File: config.mk
export PLATFORM = sky130hd
export DESIGN_NAME = bus_prio_arb
export DESIGN_NICKNAME = d
export VERILOG_FILES = /design/src/rtl/bus_arb_pkg.sv /design/src/rtl/arb_ctrl.sv /design/src/rtl/arb_datapath.sv /design/src/rtl/bus_prio_arb.sv
export SDC_FILE = /design/constraint.sdc
export NUM_CORES = 1
export LEC_CHECK = 0
export ABC_CLOCK_PERIOD_IN_PS = 2600
export BUFFER_PORTS_ARGS = -buffer_cell sky130_fd_sc_hd__buf_2
export CORE_ASPECT_RATIO = 0.6
export CORE_MARGIN = 2
export CORE_UTILIZATION = 36
export CTS_BUF_LIST = sky130_fd_sc_hd__clkbuf_16
export CTS_CLUSTER_DIAMETER = 40
export DETAILED_ROUTE_END_ITERATION = 10
export GPL_TIMING_DRIVEN = 0
export PLACE_DENSITY = 0.95
export RECOVER_POWER = 100
export SYNTH_ARGS = -nofsm -noshare
export SYNTH_HDL_FRONTEND = slang
export SYNTH_SLANG_ARGS = --single-unit
export TNS_END_PERCENT = 100
File: constraint.sdc
create_clock -name clk -period 2.6 [get_ports clk]
set_input_delay 0.13 -clock clk [delete_from_list [all_inputs] [get_ports clk]]
set_output_delay 0.13 -clock clk [all_outputs]
set_load 0.05 [all_outputs]
File: src/rtl/bus_arb_pkg.sv
package bus_arb_pkg;
  localparam int NUM_M = 3;
  localparam int OWN_W = 2;

  typedef enum logic [1:0] {
    TGT_IO   = 2'd0,
    TGT_SRAM = 2'd1,
    TGT_EE   = 2'd2,
    TGT_RSV  = 2'd3
  } tgt_e;

  typedef struct packed {
    logic             active;
    logic [OWN_W-1:0] owner;
    logic             beatDone;
    logic             xferDone;
  } arb_strobe_t;
endpackage

File: src/rtl/arb_ctrl.sv
module arb_ctrl
  import bus_arb_pkg::*;
#(
  parameter int SRAM_RD_LAT = 2,
  parameter int EE_RD_LAT   = 3,
  parameter int SRAM_GAP    = 1,
  parameter int EE_GAP      = 2
) (
  input  logic              clk,
  input  logic              rst,
  input  logic [NUM_M-1:0]  req,
  input  logic [NUM_M-1:0]  burst,
  input  logic [NUM_M-1:0]  last,
  input  logic [NUM_M-1:0]  we,
  input  logic [2*NUM_M-1:0] tgt,
  output arb_strobe_t       strb,
  output logic [NUM_M-1:0]  grantOut
);
  localparam int MAX_A   = (SRAM_RD_LAT > EE_RD_LAT) ? SRAM_RD_LAT : EE_RD_LAT;
  localparam int MAX_B   = (SRAM_GAP > EE_GAP) ? SRAM_GAP : EE_GAP;
  localparam int MAX_LAT = (MAX_A > MAX_B) ? MAX_A : MAX_B;
  localparam int CNT_W   = $clog2(MAX_LAT + 1);

  logic             active, isBurst, altPtr;
  logic [OWN_W-1:0] owner, win;
  logic [CNT_W-1:0] waitCnt;
  logic [NUM_M-1:0] cand;
  logic             beatDone, xferDone;

  function automatic logic [CNT_W-1:0] latOf(input logic [1:0] t, input logic w,
                                             input logic first);
    logic [CNT_W-1:0] v;
    v = '0;
    if (!w) begin
      if (t == TGT_SRAM)    v = first ? CNT_W'(SRAM_RD_LAT - 1) : CNT_W'(SRAM_GAP - 1);
      else if (t == TGT_EE) v = first ? CNT_W'(EE_RD_LAT - 1)   : CNT_W'(EE_GAP - 1);
    end
    return v;
  endfunction

  // rank: burst requests first, then singles; master 0 wins ties; pointer splits DMA ties
  always_comb begin
    cand = (|(req & burst)) ? (req & burst) : req;
    if (cand[0])                win = 2'd0;
    else if (cand[1] && cand[2]) win = altPtr ? 2'd2 : 2'd1;
    else if (cand[1])           win = 2'd1;
    else                        win = 2'd2;
  end

  assign beatDone = active && (waitCnt == '0);
  assign xferDone = beatDone && (!isBurst || last[owner]);

  always_ff @(posedge clk) begin
    if (rst) begin
      active  <= 1'b0;
      owner   <= '0;
      isBurst <= 1'b0;
      waitCnt <= '0;
      altPtr  <= 1'b0;
    end else if (!active) begin
      if (|req) begin
        active  <= 1'b1;
        owner   <= win;
        isBurst <= burst[win];
        waitCnt <= latOf(tgt[2*win +: 2], we[win], 1'b1);
        if (req[1] && req[2] && win != 2'd0) altPtr <= (win == 2'd1);
      end
    end else if (beatDone) begin
      if (xferDone) active <= 1'b0;
      else          waitCnt <= latOf(tgt[2*owner +: 2], we[owner], 1'b0);
    end else begin
      waitCnt <= waitCnt - 1'b1;
    end
  end

  assign grantOut = active ? (NUM_M'(1) << owner) : '0;

  always_comb begin
    strb.active   = active;
    strb.owner    = owner;
    strb.beatDone = beatDone;
    strb.xferDone = xferDone;
  end

  a_r1_reset_clear: assert property (@(posedge clk) rst |=> (grantOut == '0 && !altPtr));
  a_r2_onehot: assert property (@(posedge clk) disable iff (rst) $onehot0(grantOut));
  a_r6_lock: assert property (@(posedge clk) disable iff (rst)
    (active && !xferDone) |=> (grantOut == $past(grantOut)));
  a_r7_gap: assert property (@(posedge clk) disable iff (rst) xferDone |=> (grantOut == '0));
  a_r4_cpu_first: assert property (@(posedge clk) disable iff (rst)
    (!active && req[0] && (burst[0] || !(|(req & burst)))) |=> grantOut[0]);
  a_r5_ptr_rd: assert property (@(posedge clk) disable iff (rst)
    (!active && req[1] && req[2] && win == 2'd1) |=> altPtr);
  a_r5_ptr_wr: assert property (@(posedge clk) disable iff (rst)
    (!active && req[1] && req[2] && win == 2'd2) |=> !altPtr);
endmodule

File: src/rtl/arb_datapath.sv
module arb_datapath
  import bus_arb_pkg::*;
#(
  parameter int ADDR_W = 16,
  parameter int DATA_W = 8
) (
  input  logic                    clk,
  input  logic                    rst,
  input  arb_strobe_t             strb,
  input  logic [NUM_M-1:0]        mWe,
  input  logic [2*NUM_M-1:0]      mTgt,
  input  logic [NUM_M*ADDR_W-1:0] mAddr,
  input  logic [NUM_M*DATA_W-1:0] mWdata,
  input  logic [DATA_W-1:0]       busRdata,
  output logic                    busActive,
  output logic                    busWe,
  output logic [1:0]              busTgt,
  output logic [ADDR_W-1:0]       busAddr,
  output logic [DATA_W-1:0]       busWdata,
  output logic [NUM_M-1:0]        mReady,
  output logic [NUM_M-1:0]        mRvalid,
  output logic [DATA_W-1:0]       mRdata
);
  assign busActive = strb.active;
  assign busWe     = mWe[strb.owner];
  assign busTgt    = mTgt[2*strb.owner +: 2];
  assign busAddr   = mAddr[ADDR_W*strb.owner +: ADDR_W];
  assign busWdata  = mWdata[DATA_W*strb.owner +: DATA_W];
  assign mRdata    = busRdata;

  for (genvar g = 0; g < NUM_M; g++) begin : g_route
    assign mReady[g]  = strb.beatDone && (strb.owner == OWN_W'(g));
    assign mRvalid[g] = mReady[g] && !mWe[g];
  end

  a_r11_rvalid_read: assert property (@(posedge clk) disable iff (rst)
    (|mRvalid) |-> (!busWe && busActive));
  a_r2_ready_on_bus: assert property (@(posedge clk) disable iff (rst)
    (|mReady) |-> busActive);
  a_r6_end_on_beat: assert property (@(posedge clk) disable iff (rst)
    strb.xferDone |-> (|mReady));
endmodule

File: src/rtl/bus_prio_arb.sv
module bus_prio_arb
  import bus_arb_pkg::*;
#(
  parameter int ADDR_W      = 16,
  parameter int DATA_W      = 8,
  parameter int SRAM_RD_LAT = 2,
  parameter int EE_RD_LAT   = 3,
  parameter int SRAM_GAP    = 1,
  parameter int EE_GAP      = 2
) (
  input  logic                    clk,
  input  logic                    rst,
  input  logic [2:0]              mReq,
  input  logic [2:0]              mBurst,
  input  logic [2:0]              mLast,
  input  logic [2:0]              mWe,
  input  logic [5:0]              mTgt,
  input  logic [3*ADDR_W-1:0]     mAddr,
  input  logic [3*DATA_W-1:0]     mWdata,
  output logic [2:0]              mGrant,
  output logic [2:0]              mReady,
  output logic [2:0]              mRvalid,
  output logic [DATA_W-1:0]       mRdata,
  output logic                    busActive,
  output logic                    busWe,
  output logic [1:0]              busTgt,
  output logic [ADDR_W-1:0]       busAddr,
  output logic [DATA_W-1:0]       busWdata,
  input  logic [DATA_W-1:0]       busRdata
);
  arb_strobe_t strb;

  arb_ctrl #(
    .SRAM_RD_LAT(SRAM_RD_LAT), .EE_RD_LAT(EE_RD_LAT),
    .SRAM_GAP(SRAM_GAP), .EE_GAP(EE_GAP)
  ) i_ctrl (
    .clk(clk), .rst(rst), .req(mReq), .burst(mBurst), .last(mLast),
    .we(mWe), .tgt(mTgt), .strb(strb), .grantOut(mGrant)
  );

  arb_datapath #(.ADDR_W(ADDR_W), .DATA_W(DATA_W)) i_dp (
    .clk(clk), .rst(rst), .strb(strb), .mWe(mWe), .mTgt(mTgt),
    .mAddr(mAddr), .mWdata(mWdata), .busRdata(busRdata),
    .busActive(busActive), .busWe(busWe), .busTgt(busTgt),
    .busAddr(busAddr), .busWdata(busWdata),
    .mReady(mReady), .mRvalid(mRvalid), .mRdata(mRdata)
  );
endmodule

==> run_results.csv <==
group,metric,value,unit
flow_run,maxCapViolations,0,
clocking,cts_root_buf,"clkbuf_16",
final_layout,stdcell_count,364,
floorplanning,start_util,37.5,%
hold_path,hold_path_class,"in2reg",
floorplanning,coreArea,3260,sq um
final_layout,nFillCells,328,
yosys,ys_ff_latch,7,
placement,gp_congestion,0.915,
hold_path,whs_path_depth,2,
clocking,clk_latency,230,ps
floorplanning,dieArea,3900,sq um
yosys,ys_warn_count,0,
global_route,grt_start_max_net_pins,11,
pwr,max-vdd-ir-drop,0.000285,V
yosys,async_flop_share,0,%
clocking,cts_hold_buf,0,
final_layout,antenna_cells,0,
yosys,synth-edff-count,0,
placement,dp_slack,719,ps
yosys,synth_top_area_cell,"mux2i_1",
yosys,syn_area,1220,sq um
floorplanning,ios,145,
critical_path,crit_fanout,10,
sta,timing.final.ws_setup,302,ps
sta,drv_slew,0,
critical_path,reg2reg_depth,7,
sta,setup_violations,0,
clocking,path_clk_slew,40,ps
sta,fin_crit,2300,ps
global_route,grt_pass1_vias,1727,
sta,fin_tns_setup,0,ps
final_layout,area_growth,63.7,%
clocking,clock_path_buffers,2,
yosys,synthTopCellsByArea,"mux2i_1 24%, dfxtp_1 11%, o21ai_0 11%",
routing,vias,1840,
hold_path,hp-start,"rst",
routing,drt_wl_total,4950,microns
yosys,syn_area_per_cell,6.77,sq um
floorplanning,die_y,49.2,microns
critical_path,setup.worst_path.start_class,"flip-flop",
hold_path,min_to,"i_ctrl.altPtr$_SDFFE_PP0P_",
critical_path,critical_path.startpoint,"i_ctrl.owner[0]$_SDFFE_PP0P_",
routing,drt_first_pass_iters,5,
clocking,cts_buffers,3,
routing,via_per_inst,5.05,
final_layout,regArea,140,sq um
critical_path,crit_type,"reg2out",
final_layout,nets,420,
sta,fmax,435,MHz
sta,finalCritPeriodShare,88.4,%
global_route,met3_usage,6.30,%
critical_path,reg2reg_from,"i_ctrl.owner[0]$_SDFFE_PP0P_",
critical_path,worstReg2RegEnd,"i_ctrl.waitCnt[0]$_SDFFE_PP0P_",
final_layout,final_cell_mix,"97 x buf_2, 36 x clkbuf_1, 31 x nand2_1, 29 x mux2i_1, 27 x o21ai_0",
critical_path,crit_required,2470,ps
yosys,synth_top_cell_area_share,23.7,%
critical_path,r2r_slack,990,ps
sta,worst_slew_pin_slew,628,ps
yosys,syn_inst,181,
sta,hold_viol,0,
clocking,cts.sinks,7,
pwr,p_leak,0.000928,uW
global_route,top_usage_layer,"met2",
global_route,gr-total-overflow,0,
global_route,grt_util_met2,45.9,%
status,status,"finished, final reports clean",
sta,rsz0062_at_grt,"false",
clocking,ctsResizeCount,0,
routing,wl_per_cell,13.6,microns
final_layout,layout_commonest_cell,"buf_2",
routing,drtAntennaViolNets,0,
sta,hold_ws,241,ps
global_route,track_usage,24.2,%
routing,drc,0,
routing,drt_iter0_markers,85,
yosys,syn_nets,281,
yosys,seq_area_frac_synth,11.4,%
placement,dp_cells,360,
final_layout,multi_input_area,962,sq um
critical_path,crit_path_end_kind,"output port",
global_route,use_met1,28.6,%
sta,slew_headroom,58.3,%
floorplanning,die_w,79.3,microns
clocking,postCtsSetupBuffers,0,
pwr,totalPowerFinal,947,uW
yosys,synthFlopType,"dfxtp_1",
floorplanning,rows,16,
pwr,p_per_area,472,nW/um^2
clocking,h-tree-depth,1,
yosys,ys_types,39,
placement,hpwl,4070,microns
global_route,antenna_found_initial,0,
clocking,tritoncts,"built",
sta,clock_skew,2.03,ps
placement,io_buffers,134,
final_layout,drive_gt1_share,40.8,%
critical_path,crit_arrival,2170,ps
global_route,grt_pass1_wl,7680,microns
-- critical path, cell delays in order (launching register included) --
cell      delay [ps]
dfxtp_1          320
buf_2            230
nor2b_1          140
buf_2            200
clkbuf_1         380
nand2_1           90
o21ai_0           80
clkbuf_1         500
-- routing by layer --
| layer | routed length (microns) | vias up |
|---|---|---|
| met1 | 2030 | 838 |
| met5 | 0 | - |
| met3 | 442 | 0 |
| met2 | 2480 | 84 |
| met4 | 0 | 0 |
| li1 | - | 918 |
-- state kept, by name, summed over array words and instances, names as in the netlist --
register        cells
i_ctrl.waitCnt      2
i_ctrl.altPtr       1
i_ctrl.owner        2
i_ctrl.isBurst      1
i_ctrl.active       1
-- power breakdown --
| part | leakage [uW] | internal [uW] | switching (uW) |
|---|---|---|---|
| logic | 0.000829 | 163 | 398 |
| registers | 0.0000574 | 115 | 7.52 |
| clock network | 0.0000409 | 202 | 61.5 |
| total | 0.000928 | 481 | 467 |
-- worst max path at each step --
stage / slack (ps) / endpoint / depth (start not counted)
2_1_floorplan: -120 / mRvalid[0] / 3
3_3_place_gp: 740 / busAddr[11] / 7
3_5_place_dp: 720 / busWdata[1] / 7
4_1_cts: 470 / busWdata[1] / 7
5_1_grt: 140 / busAddr[4] / 7
6_report: 300 / busAddr[7] / 7
-- synth_stat cells, types with 2 or more instances --
cell,n
a21oi_1,8
nand2b_1,3
nand2_1,31
a21o_1,3
o21ai_0,27
and2_1,2
nor2_1,13
inv_1,4
nor2b_1,3
dfxtp_1,7
nand3_1,3
nand3b_1,3
nor4_1,2
buf_4,9
mux2i_1,29
buf_2,6
clkbuf_1,5
nand4b_1,2
-- logic make-up (layout without fill, tap and decap cells) --
family | count (synthesis) | count (layout) | share of synthesized area [%]
buffers and inverters | 25 | 163 | 11.0
AO/OA/AOI/OAI | 53 | 53 | 28.2
AND/OR/NAND/NOR | 67 | 67 | 25.6
flip-flops | 7 | 7 | 11.4
multiplexers | 29 | 29 | 23.7
-- final cells by class --
class | instances | share of cell area [%]
clock inverters | 1 | 0.250
inverters | 4 | 0.749
flip-flops and latches | 7 | 6.99
plain buffers | 21 | 5.99
repair buffers | 134 | 31.5
well taps | 45 | 2.81
clock buffers | 3 | 3.74
multi-input cells | 149 | 48.0
-- per-stage QoR --
| stage | instance area, sq um | util, % |
|---|---|---|
| 3_3_place_gp | 1960 | 60.2 |
| 6_report | 2010 | 61.5 |
| 2_1_floorplan | 1240 | - |
| 3_5_place_dp | 1960 | 60.2 |
| 4_1_cts | 2040 | 62.7 |
| 5_1_grt | 2010 | 61.5 |
No activity file was read; power rests on OpenSTA's default activity.
